**src/rtl/vcr_pkg.sv**
```systemverilog
package vcr_pkg;
  typedef enum logic [1:0] {
    FK_BODY = 2'b00,
    FK_TAIL = 2'b01,
    FK_HEAD = 2'b10,
    FK_SOLO = 2'b11
  } flit_kind_e;

  function automatic logic kind_opens(logic [1:0] k);
    return k[1];
  endfunction

  function automatic logic kind_closes(logic [1:0] k);
    return k[0];
  endfunction
endpackage

```
**src/rtl/vcr_rr_arb.sv**
```systemverilog
module vcr_rr_arb #(
  parameter int N = 2,
  localparam int IW = (N > 1) ? $clog2(N) : 1
) (
  input  logic         clk,
  input  logic         rst_n,
  input  logic [N-1:0] req,
  input  logic         adv,
  output logic [N-1:0] gnt
);
  logic [IW-1:0] last_q, last_d, cand, win;
  logic          hit;

  always_comb begin
    gnt  = '0;
    hit  = 1'b0;
    win  = '0;
    cand = '0;
    for (int i = 0; i < N; i++) begin
      cand = IW'((int'(last_q) + 1 + i) % N);
      if (!hit && req[cand]) begin
        hit = 1'b1;
        win = cand;
      end
    end
    if (hit) gnt[win] = 1'b1;
    last_d = (adv && hit) ? win : last_q;
  end

  always_ff @(posedge clk or negedge rst_n) begin
    if (!rst_n) last_q <= '0;
    else        last_q <= last_d;
  end

  // a grant is one-hot and only goes to a requester
  assert_gnt_onehot_R10: assert property (@(posedge clk) disable iff (!rst_n)
    $onehot0(gnt) && ((gnt & ~req) == '0));
endmodule

```
**src/rtl/vcr_ivc.sv**
```systemverilog
module vcr_ivc #(
  parameter int DEPTH  = 4,
  parameter int FW     = 11,
  parameter int PORT_W = 1,
  parameter int OVC_W  = 1,
  localparam int AW = (DEPTH > 1) ? $clog2(DEPTH) : 1,
  localparam int CW = $clog2(DEPTH + 1)
) (
  input  logic              clk,
  input  logic              rst_n,
  input  logic              wr_en,
  input  logic [FW-1:0]     wr_flit,
  input  logic              pop,
  input  logic              va_gnt,
  input  logic [PORT_W-1:0] va_port,
  input  logic [OVC_W-1:0]  va_ovc,
  output logic [FW-1:0]     front,
  output logic              empty,
  output logic              active,
  output logic [PORT_W-1:0] route,
  output logic [OVC_W-1:0]  ovc
);
  import vcr_pkg::*;

  logic [FW-1:0]     mem [DEPTH];
  logic [AW-1:0]     rd_q, rd_d, wr_q, wr_d;
  logic [CW-1:0]     cnt_q, cnt_d;
  logic              act_q, act_d;
  logic [PORT_W-1:0] route_q, route_d;
  logic [OVC_W-1:0]  ovc_q, ovc_d;

  always_comb begin
    rd_d    = rd_q;
    wr_d    = wr_q;
    act_d   = act_q;
    route_d = route_q;
    ovc_d   = ovc_q;
    if (pop)   rd_d = (rd_q == AW'(DEPTH - 1)) ? '0 : rd_q + AW'(1);
    if (wr_en) wr_d = (wr_q == AW'(DEPTH - 1)) ? '0 : wr_q + AW'(1);
    cnt_d = cnt_q + CW'(wr_en) - CW'(pop);
    if (pop && kind_closes(mem[rd_q][FW-1 -: 2])) begin
      act_d = 1'b0;
    end else if (va_gnt) begin
      act_d   = 1'b1;
      route_d = va_port;
      ovc_d   = va_ovc;
    end
  end

  always_ff @(posedge clk) begin
    if (wr_en) mem[wr_q] <= wr_flit;
  end

  always_ff @(posedge clk or negedge rst_n) begin
    if (!rst_n) begin
      rd_q    <= '0;
      wr_q    <= '0;
      cnt_q   <= '0;
      act_q   <= 1'b0;
      route_q <= '0;
      ovc_q   <= '0;
    end else begin
      rd_q    <= rd_d;
      wr_q    <= wr_d;
      cnt_q   <= cnt_d;
      act_q   <= act_d;
      route_q <= route_d;
      ovc_q   <= ovc_d;
    end
  end

  assign front  = mem[rd_q];
  assign empty  = (cnt_q == '0);
  assign active = act_q;
  assign route  = route_q;
  assign ovc    = ovc_q;

  assert_no_overflow_R3: assert property (@(posedge clk) disable iff (!rst_n)
    wr_en |-> (cnt_q != CW'(DEPTH)) || pop);
  assert_pop_front_R3: assert property (@(posedge clk) disable iff (!rst_n)
    pop |-> !empty && act_q);
  assert_va_idle_R6: assert property (@(posedge clk) disable iff (!rst_n)
    va_gnt |-> !act_q && !empty && kind_opens(front[FW-1 -: 2]));
endmodule

```
**src/rtl/vc_router.sv**
```systemverilog
module vc_router #(
  parameter int NP    = 2,
  parameter int NV    = 2,
  parameter int DEPTH = 4,
  parameter int CRED  = 4,
  parameter int PW    = 8,
  localparam int PORT_W = (NP > 1) ? $clog2(NP) : 1,
  localparam int OVC_W  = (NV > 1) ? $clog2(NV) : 1,
  localparam int FW     = 2 + PORT_W + PW,
  localparam int NQ     = NP * NV,
  localparam int CW     = $clog2(CRED + 1)
) (
  input  logic                clk,
  input  logic                rst_n,
  input  logic [NP-1:0]       in_valid,
  input  logic [NP*OVC_W-1:0] in_vc,
  input  logic [NP*FW-1:0]    in_flit,
  input  logic [NQ-1:0]       credit_ret,
  output logic [NP-1:0]       out_valid,
  output logic [NP*OVC_W-1:0] out_vc,
  output logic [NP*FW-1:0]    out_flit
);
  logic [FW-1:0]     q_front [NQ];
  logic [NQ-1:0]     q_empty, q_active, q_pop, q_vagnt, sa_elig;
  logic [PORT_W-1:0] q_route [NQ];
  logic [OVC_W-1:0]  q_ovc [NQ], q_va_ovc [NQ];
  logic [OVC_W-1:0]  free_idx [NP];
  logic [NP-1:0]     free_any;
  logic [NQ-1:0]     va_req [NP], va_gnt [NP];
  logic [NV-1:0]     in_sel [NP];
  logic [NP-1:0]     sa_win;
  logic [PORT_W-1:0] sel_route [NP];
  logic [OVC_W-1:0]  sel_ovc [NP];
  logic [FW-1:0]     sel_flit [NP];
  logic [NP-1:0]     out_req [NP], out_gnt [NP];
  logic [NP-1:0]     xb_valid;
  logic [FW-1:0]     xb_flit [NP];
  logic [OVC_W-1:0]  xb_vc [NP];
  logic [NQ-1:0]     busy_q, busy_d;
  logic [CW-1:0]     cred_q [NQ], cred_d [NQ];
  logic [NP-1:0]     ov_q;
  logic [FW-1:0]     of_q [NP];
  logic [OVC_W-1:0]  oc_q [NP];

  for (genvar p = 0; p < NP; p++) begin : g_port
    for (genvar v = 0; v < NV; v++) begin : g_vc
      vcr_ivc #(.DEPTH(DEPTH), .FW(FW), .PORT_W(PORT_W), .OVC_W(OVC_W)) u_ivc (
        .clk     (clk),
        .rst_n   (rst_n),
        .wr_en   (in_valid[p] && (in_vc[p*OVC_W +: OVC_W] == OVC_W'(v))),
        .wr_flit (in_flit[p*FW +: FW]),
        .pop     (q_pop[p*NV+v]),
        .va_gnt  (q_vagnt[p*NV+v]),
        .va_port (q_front[p*NV+v][FW-3 -: PORT_W]),
        .va_ovc  (q_va_ovc[p*NV+v]),
        .front   (q_front[p*NV+v]),
        .empty   (q_empty[p*NV+v]),
        .active  (q_active[p*NV+v]),
        .route   (q_route[p*NV+v]),
        .ovc     (q_ovc[p*NV+v])
      );
    end
    vcr_rr_arb #(.N(NV)) u_sa_in (
      .clk(clk), .rst_n(rst_n), .req(sa_elig[p*NV +: NV]), .adv(sa_win[p]), .gnt(in_sel[p]));
    vcr_rr_arb #(.N(NQ)) u_va (
      .clk(clk), .rst_n(rst_n), .req(va_req[p]), .adv(1'b1), .gnt(va_gnt[p]));
    vcr_rr_arb #(.N(NP)) u_sa_out (
      .clk(clk), .rst_n(rst_n), .req(out_req[p]), .adv(1'b1), .gnt(out_gnt[p]));
    assign out_valid[p]                 = ov_q[p];
    assign out_flit[p*FW +: FW]         = of_q[p];
    assign out_vc[p*OVC_W +: OVC_W]     = oc_q[p];
  end

  // stage 1: route lookup and output-VC allocation
  always_comb begin
    for (int o = 0; o < NP; o++) begin
      free_any[o] = 1'b0;
      free_idx[o] = '0;
      for (int v = NV - 1; v >= 0; v--) begin
        if (!busy_q[o*NV+v]) begin
          free_any[o] = 1'b1;
          free_idx[o] = OVC_W'(v);
        end
      end
      va_req[o] = '0;
      for (int q = 0; q < NQ; q++) begin
        va_req[o][q] = !q_active[q] && !q_empty[q] && q_front[q][FW-1] &&
                       (q_front[q][FW-3 -: PORT_W] == PORT_W'(o)) && free_any[o];
      end
    end
    for (int q = 0; q < NQ; q++) begin
      q_vagnt[q]  = 1'b0;
      q_va_ovc[q] = free_idx[int'(q_front[q][FW-3 -: PORT_W])];
      for (int o = 0; o < NP; o++) q_vagnt[q] = q_vagnt[q] | va_gnt[o][q];
      sa_elig[q] = q_active[q] && !q_empty[q] &&
                   (cred_q[int'(q_route[q])*NV + int'(q_ovc[q])] != '0);
    end
  end

  // stage 2: switch allocation, dequeue, crossbar
  always_comb begin
    for (int p = 0; p < NP; p++) begin
      sel_route[p] = '0;
      sel_ovc[p]   = '0;
      sel_flit[p]  = '0;
      for (int v = 0; v < NV; v++) begin
        if (in_sel[p][v]) begin
          sel_route[p] = q_route[p*NV+v];
          sel_ovc[p]   = q_ovc[p*NV+v];
          sel_flit[p]  = q_front[p*NV+v];
        end
      end
    end
    for (int o = 0; o < NP; o++) begin
      for (int p = 0; p < NP; p++) out_req[o][p] = (|in_sel[p]) && (sel_route[p] == PORT_W'(o));
    end
    sa_win = '0;
    for (int o = 0; o < NP; o++) begin
      xb_valid[o] = |out_gnt[o];
      xb_flit[o]  = '0;
      xb_vc[o]    = '0;
      for (int p = 0; p < NP; p++) begin
        if (out_gnt[o][p]) begin
          sa_win[p]  = 1'b1;
          xb_flit[o] = sel_flit[p];
          xb_vc[o]   = sel_ovc[p];
        end
      end
    end
    for (int q = 0; q < NQ; q++) q_pop[q] = in_sel[q / NV][q % NV] && sa_win[q / NV];
  end

  // output-VC ownership and credit bookkeeping
  always_comb begin
    busy_d = busy_q;
    for (int k = 0; k < NQ; k++) cred_d[k] = cred_q[k] + CW'(credit_ret[k]);
    for (int o = 0; o < NP; o++) begin
      if (|va_gnt[o]) busy_d[o*NV + int'(free_idx[o])] = 1'b1;
      if (xb_valid[o]) begin
        cred_d[o*NV + int'(xb_vc[o])] = cred_d[o*NV + int'(xb_vc[o])] - CW'(1);
        if (xb_flit[o][FW-2]) busy_d[o*NV + int'(xb_vc[o])] = 1'b0;
      end
    end
  end

  always_ff @(posedge clk or negedge rst_n) begin
    if (!rst_n) begin
      busy_q <= '0;
      ov_q   <= '0;
      for (int k = 0; k < NQ; k++) cred_q[k] <= CW'(CRED);
      for (int o = 0; o < NP; o++) begin
        of_q[o] <= '0;
        oc_q[o] <= '0;
      end
    end else begin
      busy_q <= busy_d;
      ov_q   <= xb_valid;
      for (int k = 0; k < NQ; k++) cred_q[k] <= cred_d[k];
      for (int o = 0; o < NP; o++) begin
        if (xb_valid[o]) begin
          of_q[o] <= xb_flit[o];
          oc_q[o] <= xb_vc[o];
        end
      end
    end
  end

  for (genvar o = 0; o < NP; o++) begin : g_chk_out
    assert_credit_R9: assert property (@(posedge clk) disable iff (!rst_n)
      xb_valid[o] |-> cred_q[o*NV + int'(xb_vc[o])] != '0);
    assert_release_R5: assert property (@(posedge clk) disable iff (!rst_n)
      (xb_valid[o] && xb_flit[o][FW-2]) |=> !busy_q[o*NV + int'($past(xb_vc[o]))]);
    assert_one_per_input_R10: assert property (@(posedge clk) disable iff (!rst_n)
      $onehot0(q_pop[o*NV +: NV]));
  end
  for (genvar k = 0; k < NQ; k++) begin : g_chk_cred
    assert_credit_return_R9: assert property (@(posedge clk) disable iff (!rst_n)
      credit_ret[k] |-> cred_q[k] != CW'(CRED));
  end
endmodule

```
**config.mk**
```make
export PLATFORM = sky130hd
export DESIGN_NAME = vc_router
export DESIGN_NICKNAME = d
export VERILOG_FILES = /design/src/rtl/vcr_pkg.sv /design/src/rtl/vcr_rr_arb.sv /design/src/rtl/vcr_ivc.sv /design/src/rtl/vc_router.sv
export SDC_FILE = /design/constraint.sdc
export NUM_CORES = 1
export LEC_CHECK = 0
export BUFFER_PORTS_ARGS = -buffer_cell sky130_fd_sc_hd__buf_2
export CAP_MARGIN = 0
export CORE_MARGIN = 5
export CORE_UTILIZATION = 40
export DETAILED_ROUTE_END_ITERATION = 16
export PLACE_DENSITY = 0.63
export SYNTH_ARGS = -nofsm -noshare
export SYNTH_HDL_FRONTEND = slang
export SYNTH_SLANG_ARGS = --single-unit
```
**constraint.sdc**
```tcl
create_clock -name clk -period 5.45 [get_ports clk]
set_input_delay 0.545 -clock clk [delete_from_list [all_inputs] [get_ports clk]]
set_output_delay 0.545 -clock clk [all_outputs]
set_load 0.05 [all_outputs]
```
* Word-level counts from Yosys, hierarchy flattened
Memory sizes are Yosys's and may differ from the RTL's. Index checks and enable logic that the tools add are counted.
Word-level totals: input bits 32, output and inout port bits 26, latch bits 0, memory bits (read-only) 0, memories 4, logic and storage cells 476, RAM bits 176, flip-flop bits (word level) 90
Memory list:
- g_port[0].g_vc[0].u_ivc.mem | words 4, width 11, read ports 1, clocked after memory_dff 0, write ports 1, line vcr_ivc.sv:25 | logic [FW-1:0] mem [DEPTH];
- g_port[0].g_vc[1].u_ivc.mem | words 4, width 11, read ports 1, clocked after memory_dff 0, write ports 1, line vcr_ivc.sv:25
- g_port[1].g_vc[0].u_ivc.mem | words 4, width 11, read ports 1, clocked after memory_dff 0, write ports 1, line vcr_ivc.sv:25
- g_port[1].g_vc[1].u_ivc.mem | words 4, width 11, read ports 1, clocked after memory_dff 0, write ports 1, line vcr_ivc.sv:25
Cells by class: reductions and logical operators 112, shift-type cells 0, divide/modulo/power cells 0, multiply operators 0, muxes and demuxes 188, magnitude comparators 48, add/sub/neg operators 44, equal/unequal tests 8, bitwise logic cells 32
Operators with widths (number):
- 32-bit by 3-bit >= comparator with 1-bit output (second input constant) | 6
- 1-bit inverter with 32-bit output | 5
- 32-bit by 2-bit >= comparator with 1-bit output (second input constant) | 4
- 3-bit inverter with 32-bit output | 4
- 1-bit 2-to-1 mux | 108
- 11-bit 2-to-1 mux | 8
- 1-bit logical AND | 72
- 32-bit by 1-bit < comparator with 1-bit output (second input constant) | 2
- 3-bit 2-to-1 mux | 14
- 2-bit 2-to-1 mux | 20
- 3-bit binary-select mux with 2-bit select | 6
- 4-bit 2-to-1 mux | 8
- 32-bit inverter | 1
- 2-bit by 3-bit < comparator with 1-bit output (second input constant) | 10
- 2-bit by 1-bit adder with 2-bit output (second input constant) | 12
- 3-bit by 1-bit adder with 3-bit output | 8
- 12-bit bitwise mux | 2
- 1-bit by 2-bit < comparator with 1-bit output (second input constant) | 12
- 12-bit 2-to-1 mux | 2
- 1-bit zero test | 18
- 1-bit binary-select mux with 2-bit select | 8
- 2-bit equality test (second input constant) | 8
- 2-bit by 1-bit adder with 3-bit output | 4
- 3-bit demux with 2-bit select | 2
- 25 further kinds | 88

* Depth between registers and ports, before layout
Gate-level depths: netlist of run 1.
word-level depth 48, mapped depth 15, gate-level depth less buffers 14

* Cells and area by module
Synthesis of run 1 repeated with hierarchy kept, for this count alone.
Unflattened totals: cells, all modules 816, area, all modules 12042.8 um2
By module, submodules not included:
- vcr_ivc at g_port[0].g_vc[0].u_ivc ... | sequential area each 1571.5 um2, instances 3, area an instance 2122.0 um2, cells an instance 106
- vc_router | sequential area each 1056.0 um2, instances 1, area an instance 2829.0 um2, cells an instance 299
- vcr_ivc at g_port[1].g_vc[0].u_ivc | sequential area each 1571.5 um2, instances 1, area an instance 2123.3 um2, cells an instance 106
- vcr_rr_arb at g_port[0].u_va | sequential area each 50.0 um2, instances 1, area an instance 276.5 um2, cells an instance 37
- vcr_rr_arb at g_port[1].u_va | sequential area each 50.0 um2, instances 1, area an instance 227.7 um2, cells an instance 32
- vcr_rr_arb at g_port[0].u_sa_in ... | sequential area each 25.0 um2, instances 4, area an instance 55.1 um2, cells an instance 6

* Worst setup path before layout of run 1
OpenSTA, ideal clock, no wires.
kind register -> register, start point reg cred_q[8] (netlist name), end point reg g_port[1].g_vc[1].u_ivc.cnt_q[2], clock period less this slack 3366 ps, library setup time 123 ps, stages on the path, launching flop included 15, buffers on the path 0, setup slack 2084 ps, arrival time 3243 ps, data required time 5327 ps, cells stage by stage dfstp_2 > or4b_2 > a21oi_1 > or4_1 > nand3_1 > and2_1 > o21ai_2 > a21boi_1 > ha_1 > inv_1 > ha_1 > inv_1 > fa_1 > xnor2_1 > xnor2_1
Between the ends: cells in the longest elaborated chain, start to end 35, elaborated cells on any way between the ends 100, classes of those cells add/sub: 1; order compare: 8; mux: 62; bitwise: 2; reduce/logical: 27
RTL lines:
- start, declared | line vc_router.sv:40 | logic [CW-1:0] cred_q [NQ], cred_d [NQ];
- 3-bit binary-select mux with 2-bit select | line vc_router.sv:96 | (cred_q[int'(q_route[q])*NV + int'(q_ovc[q])] != '0);
- 3-bit 2-to-1 mux (not written as such) (2 in a row) | line vc_router.sv:96
- 3-bit nonzero test | line vc_router.sv:96
- 1-bit logical AND | line vc_router.sv:95 | sa_elig[q] = q_active[q] && !q_empty[q] &&
- 1-bit 2-to-1 mux (not written as such) (2 in a row) | line vcr_rr_arb.sv:21 | if (!hit && req[cand]) begin
- 1-bit 2-to-1 mux | line vcr_rr_arb.sv:21
- 1-bit zero test | line vcr_rr_arb.sv:21
- 1-bit logical AND | line vcr_rr_arb.sv:21
- [... 18 more ...]
- 1-bit 2-to-1 mux (not written as such) | line vcr_rr_arb.sv:26 | if (hit) gnt[win] = 1'b1;
- 1-bit demux with 1-bit select
- 2-bit 2-to-1 mux | line vcr_rr_arb.sv:26
- 1-bit 2-to-1 mux (2 in a row) | line vc_router.sv:123 | if (out_gnt[o][p]) begin
- 1-bit logical AND * | line vc_router.sv:130 | for (int q = 0; q < NQ; q++) q_pop[q] = in_sel[q / NV][q % NV] && sa_win[q / NV];
- via g_port[1].g_vc[1].u_ivc.pop | line vcr_ivc.sv:13 | input logic pop,
- 3-bit by 1-bit subtractor with 3-bit output * | line vcr_ivc.sv:40 | cnt_d = cnt_q + CW'(wr_en) - CW'(pop);
- via g_port[1].g_vc[1].u_ivc.cnt_d[2] | line vcr_ivc.sv:27 | logic [CW-1:0] cnt_q, cnt_d;
- end signal, assigned | line vcr_ivc.sv:65 | cnt_q <= cnt_d;
- end, declared | line vcr_ivc.sv:27
Mark *: on every way through the listed nets, which the timed path passes. The rest lies on a longest branch. The select of a mux whose other input is x is not followed. A chain may end at the register's enable or synchronous reset.

* Worst setup path after layout of run 1
start point reg cred_q[2] (netlist name), end point reg g_port[1].g_vc[1].u_ivc.cnt_q[2]
The elaborated chain is that of the path after synthesis.

==> out/results.txt, run 1 <==
Min Tclk post-route - 3810 ps
P per Cell Area - 665 mW/mm^2
Critical Path RT - 5910 ps
Total Power - 8.97 mW
Status - completed
Sequential cell fraction of total power - 0.351
Layout cells sized above 1 - 0.229
Core Area - 0.0289 mm^2
Pleak - 5.16 nW
Syn Inst Count - 771
Top-area cell type share of the netlist area - 0.450
Switch Pwr - 3.42 mW
Register area share after synthesis - 0.642
Final setup vio count - 0
I/O Pins - 58
Fill cell count - 2519
P_int - 5.55 mW
R2R Setup Slk - 1640 ps
Residual DRC - 0
CP Class - register to register
Post-DP HPWL - 16700 um
Mapped Area - 0.0117 mm^2
Final TNS setup - 0 ps
Antenna Nets Post-Route - 0
Reg2Reg Launch Point - cred_q[2]
Post-synth top area cell - edfxtp_1
Routed WL per cell - 19.8 um
FMAX - 262 MHz
Top FF cell, synth - edfxtp_1
Mapped Nets - 845
Synth Register Bits - 266
Via count - 6617
Die area - 0.0329 mm^2
Vias in the first global route - 6805
Met2 GRT Util - 0.241
FF+latch area - 0.00754 mm^2
WL final - 24600 um
# Post-CTS Setup Buffers - 0
Via density - 5.31
Final Skew - 18.9 ps
Worst-path fanout max - 16
Tightest Hold Check Type - primary input to register
WHS Endpoint - g_port[1].g_vc[0].u_ivc.mem[0][0]
H-tree depth - 1
Hold path start - in_flit[11]
Max-slew violations - 0
Die Height - 181 um
Die X - 181 um
Drt first-iter violations - 488
CP Data Arrival Time - 4270 ps
GRT Resource Usage Total - 0.150
Longest Clk Path Bufs - 3
GPL Wtd Cong - 0.840
M3 GR Usage - 0.0259
Kind of end point of the critical path - register
Worst R2R Path Depth - 14
Port buffer count - 57
CP bufs+invs - 3
Most common cell after layout, fill and taps aside - edfxtp_1
Slowest stage cell, crit path - nor3_1
Slew margin rel. - 0.188
Slew @ Worst Pin - 1210 ps
Dpl ws - 1650 ps
CP delay by family, top - adder cells
Worst-path cell chain - nor3_1 > mux4_2 > o211ai_1 > o32a_1 > nand2b_1 > buf_4 > a21boi_1 > ha_1 > inv_1 > ha_1 > inv_1 > fa_1 > xnor2_1 > xnor2_1
Yosys warning count - 0
Gr ovfl total - 0
Worst-path clk slew - 60 ps
Met1 usage - 0.215
Design area - 0.0135 mm^2
Initial core utilization - 0.407
Reg2reg end - g_port[1].g_vc[1].u_ivc.cnt_q[2]
Hold Vio Cnt, Final - 0
Clock Latency Late Sink - 540 ps
Library cells used by synthesis - 69
Clk sink count - 266
VDD IR-drop max - 0.000490 V
Max cap viols - 0
NumNets Final - 915
Crit start category - register
Clock share of power - 0.233
Global-route wire length before repair - 39100 um
Row count - 62
Fin crit share - 0.699
CTS Buf Count - 29
DR pass1 iterations - 5
Setup ws final - 1640 ps
Hold Path Cell Cnt - 1
Async set or reset register ratio after synthesis - 0.338
Post-cts hold buffer count - 1
Synth area leaders - edfxtp_1 45%, dfrtp_1 18%, mux4_2 8.1%, ha_1 4.0%, mux2_2 2.8%
Area occupied by multi-input gates - 0.00395 mm^2
Net Sw Frac - 0.382
Initial antenna violation count - 1
Syn_area_per_cell - 15.2 um^2
EDFF count, synth - 176
Hold WS - 283 ps
Gr busiest metal - met2
Comb pwr share - 0.416
Synth-to-Final Area Change - 14.8%
CTS resizes - 0
CTS tree - built
Commonest non-fill, non-tap cells in the layout - 176 x edfxtp_1, 86 x dfrtp_1, 56 x buf_2
Placed instance area - 0.0125 mm^2
Diodes inserted - 0
Largest net degree at the start of global routing - 54
RSZ-0062 raised after global routing - false
Max incr delay on CP - 540 ps
CTS Root Cell - clkbuf_16
logic make-up (layout without fill, tap and decap cells):
family          after synthesis  count (layout)  share of synthesized area
mux                          93              93                      0.129
flops                       266             266                      0.642
xor+xnor                     20              20                     0.0149
compound gates              123             123                     0.0735
simple gates                163             163                     0.0721
buf+inv                      64             156                     0.0212
fa+ha+maj                    42              42                     0.0473
worst register-to-register path: stages (launching register included):
cell and delay, ps:
dfstp_2 370, nor3_1 540, mux4_2 390, o211ai_1 160, o32a_1 280, nand2b_1 160
buf_4 200, a21boi_1 370, ha_1 300, inv_1 60, ha_1 130, inv_1 50
fa_1 400, xnor2_1 180, xnor2_1 140
cells in the mapped netlist (14+ instances only):
cell type,count
edfxtp_1,176
dfrtp_1,86
mux4_2,42
inv_1,39
ha_1,38
nor2_1,38
a21oi_1,36
nand2_1,31
mux2_2,29
a22oi_1,19
mux2i_1,18
xnor2_1,18
and2_1,16
clkbuf_1,16
nand3_1,14
per-layer routing:
metal  vias up  part of all wire
li1       3093                 -
met1      3332              0.46
met5         -           0.00028
met3        34             0.048
met2       156              0.47
met4         2             0.015
power by group through the flow:
stage	Combinational (mW)	Sequential [mW]	Clock [mW]
after floorplan	2.65	3.25	0
after global placement	3.69	3.19	0
after detailed placement	3.74	3.20	0
after CTS	3.78	3.16	2.13
after global routing	4.11	3.23	2.22
final	3.74	3.15	2.09
per-stage QoR:
| step | utilization | std cells |
|---|---|---|
| after detailed placement | 0.431 | 1193 |
| after global placement | 0.431 | 1193 |
| after floorplan | - | 771 |
| after global routing | 0.467 | 1247 |
| final | 0.467 | 1247 |
| after CTS | 0.467 | 1247 |
registers in the layout, indices dropped and copies added, names as in the netlist:
signal	count
g_port.g_vc.u_ivc.wr_q	8
g_port.g_vc.u_ivc.ovc	4
g_port.g_vc.u_ivc.route	4
g_port.u_sa_in.last_q	2
g_port.g_vc.u_ivc.cnt_q	12
out_flit	22
g_port.g_vc.u_ivc.active	4
g_port.g_vc.u_ivc.mem	176
busy_q	4
out_valid	2
g_port.g_vc.u_ivc.rd_q	8
cred_q	12
g_port.u_sa_out.last_q	2
g_port.u_va.last_q	4
out_vc	2
how the worst max path moves through the flow:
stage / depth (start not counted) / start / to
floorplan: 14 / cred_q[8] / g_port[1].g_vc[1].u_ivc.cnt_q[2]
global placement: 14 / cred_q[2] / g_port[1].g_vc[1].u_ivc.cnt_q[2]
detailed placement: 14 / cred_q[2] / g_port[1].g_vc[1].u_ivc.cnt_q[2]
CTS: 14 / cred_q[2] / g_port[1].g_vc[1].u_ivc.cnt_q[2]
global route: 14 / cred_q[0] / g_port[1].g_vc[1].u_ivc.cnt_q[2]
finish: 14 / cred_q[2] / g_port[1].g_vc[1].u_ivc.cnt_q[2]
layout make-up:
class / instances / area share
clock buffers: 30 / 0.0541
well taps: 384 / 0.0356
inverters: 40 / 0.0111
flip-flops and latches: 266 / 0.559
repair buffers: 63 / 0.0249
multi-input cells: 441 / 0.293
clock inverters: 23 / 0.0220
No activity file was read; power rests on OpenSTA's default activity.
==> run 2, diff against run 1 <==
- ABC_AREA: default -> 1
- clock period: 5.45 -> 3.59 ns (I/O delays scaled with it)
==> run 2 against run 1 <==
Global-route usage rose by 1.7 points. Die area rose by 3.8%. Area after synthesis rose by 4.0%. Clock skew rose by 21 ps. Critical path depth rose by 7. Setup slack got worse by 1400 ps. Highest routed layer unchanged.
==> out/results.txt, run 2 <==
Status - completed
Gr ovfl total - 0
Worst-path cell chain - nor2_2 > nand2_1 > nand2_1 > nand3_1 > nand3_1 > nor2_1 > nor2_2 > nand2_1 > nand2_2 > nor2_2 > nand2_2 > nand2_1 > nand2_1 > inv_2 > nor2_4 > ha_1 > inv_1 > ha_1 > fa_1 > xnor2_2 > xor2_1
Placed instance area - 0.0131 mm^2
Residual DRC - 0
Hold WS - 63.4 ps
Top reg by flops - g_port.g_vc.u_ivc.mem
Reg2Reg Launch Point - cred_q[11]
Hold Path Cell Cnt - 1
Final TNS setup - 0 ps
Die X - 185 um
Post-DP HPWL - 19900 um
Fin crit share - 0.919
Antenna Nets Post-Route - 0
CTS Buf Count - 30
Longest Clk Path Bufs - 3
Critical Path RT - 4000 ps
# Post-CTS Setup Buffers - 0
Yosys warning count - 0
Worst R2R Path Depth - 21
Vias in the first global route - 8531
Syn Inst Count - 1172
GRT Resource Usage Total - 0.167
Initial antenna violation count - 1
Design area - 0.0141 mm^2
Crit start category - register
Placed cells - 1618
Routed WL per cell - 16.8 um
Initial core utilization - 0.403
Mapped Nets - 1246
FMAX - 303 MHz
Max cap viols - 0
Reg2reg end - g_port[0].g_vc[0].u_ivc.cnt_q[2]
Layout cells sized above 1 - 0.152
Final Skew - 40.0 ps
Row count - 64
Worst-path clk slew - 60 ps
Mapped Area - 0.0122 mm^2
R2R Setup Slk - 290 ps
GPL Wtd Cong - 0.853
H-tree depth - 1
Synth Register Bits - 266
Post-synth top area cell - edfxtp_1
Top post-synthesis cells by count - 270 x nand2_1, 176 x edfxtp_1, 98 x inv_1
Syn_area_per_cell - 10.4 um^2
Die Height - 185 um
CP Class - register to register
NumNets Final - 1329
Max-slew violations - 0
Commonest non-fill, non-tap cells in the layout - 270 x nand2_1, 176 x edfxtp_1, 98 x inv_1
Slew @ Worst Pin - 1200 ps
CP Data Arrival Time - 3710 ps
Count leader, synth - nand2_1
CTS tree - built
Via count - 8607
Die area - 0.0341 mm^2
Hold path start - in_flit[13]
Core Area - 0.0303 mm^2
Drt first-iter violations - 633
CP delay by family, top - simple AND/OR/NAND/NOR gates
Clk sink count - 266
Synth-to-Final Area Change - 15.5%
Critical path depth in cells - 21
Slowest stage cell, crit path - dfstp_2
Final setup vio count - 0
Top-area cell type share of the netlist area - 0.433
Clock Latency Late Sink - 570 ps
I/O Pins - 58
Diodes inserted - 0
Register area share after synthesis - 0.617
Via density - 5.14
Most common cell after layout, fill and taps aside - nand2_1
Slew margin rel. - 0.198
Kind of end point of the critical path - register
Top FF cell, synth - edfxtp_1
WL final - 28200 um
Most frequent CP cell - nand2_1
Hold Vio Cnt, Final - 0
Max FFs per register - 176
Worst-path fanout max - 6
Non-filler cells, final - 1675
Synth area leaders - edfxtp_1 43%, dfrtp_1 18%, nand2_1 8.3%, ha_1 3.9%, nand3_1 3.4%
WHS Endpoint - g_port[1].g_vc[0].u_ivc.mem[2][2]
DR pass1 iterations - 5
Library cells used by synthesis - 44
Port buffer count - 57
Min Tclk post-route - 3300 ps
Max incr delay on CP - 540 ps
EDFF count, synth - 176
Largest net degree at the start of global routing - 67
Tightest Hold Check Type - primary input to register
Global-route wire length before repair - 45700 um
CTS Root Cell - clkbuf_16
Async set or reset register ratio after synthesis - 0.338
RSZ-0062 raised after global routing - false
CP bufs+invs - 2
[run 2: changes by cell type after synthesis, sizes merged, moves of 14 or more]
| cell | change |
|---|---|
| nand2 | +255 |
| nand3 | +74 |
| inv | +72 |
| nor2 | +56 |
| a21oi | +45 |
| mux4 | -43 |
| o21ai | +39 |
| mux2 | -32 |
| a221oi | +16 |
| and2 | -16 |
| mux2i | -14 |
| o211ai | +14 |
[run 2: cell families after synthesis]
| family | Yosys count | synth area share |
|---|---|---|
| adders and majority gates | 42 | 0.0455 |
| buffers and inverters | 149 | 0.0468 |
| and+or+nand+nor | 497 | 0.179 |
| AOI/OAI and AO/OA | 196 | 0.0955 |
| xor gates and xnor gates | 18 | 0.0129 |
| DFF | 266 | 0.617 |
| muxes | 4 | 0.00328 |
[run 2: metal layers]
metal	wire length (um)	share of wire	GRT usage	up-vias
met1	12900	0.46	0.238	4168
met5	8	0.00028	0	-
met2	13300	0.47	0.272	194
met3	1270	0.045	0.0245	56
met4	699	0.025	0.0382	2
li1	-	-	-	4187
[run 2: metrics by stage]
step,setup WS [ps],util
after floorplan,608,-
after global placement,444,0.431
after detailed placement,305,0.431
after CTS,304,0.465
after global routing,14.5,0.465
final,290,0.465
[run 2: final cells by class]
class | instances | area (um^2)
sequential | 266 | 7540
inverter | 114 | 428
clock buffer | 46 | 893
clock inverter | 10 | 129
tap | 396 | 495
multi-input combinational | 757 | 4110
timing repair buffer | 86 | 508
fill | 2793 | 16200
[run 2: worst max-delay path by stage]
stage / from / end
floorplan: cred_q[11] / g_port[0].g_vc[0].u_ivc.cnt_q[2]
global placement: cred_q[11] / g_port[0].g_vc[1].u_ivc.cnt_q[2]
detailed placement: cred_q[11] / g_port[0].g_vc[0].u_ivc.cnt_q[2]
CTS: cred_q[11] / g_port[0].g_vc[0].u_ivc.cnt_q[2]
global route: cred_q[2] / g_port[0].g_vc[0].u_ivc.cnt_q[2]
finish: cred_q[11] / g_port[0].g_vc[0].u_ivc.cnt_q[2]
[run 2: repair_timing]
| action | in CTS | in global routing |
|---|---|---|
| endpoints found under the hold margin | 61 | 0 |
| setup endpoints to repair | 0 | 1 |
| resized for setup | 0 | 1 |
| hold buffers | 1 | 0 |
Power of run 2 is left out: the tool's default activity adds up to more than one toggle a clock period on the data nets, which glitch-free logic cannot reach.
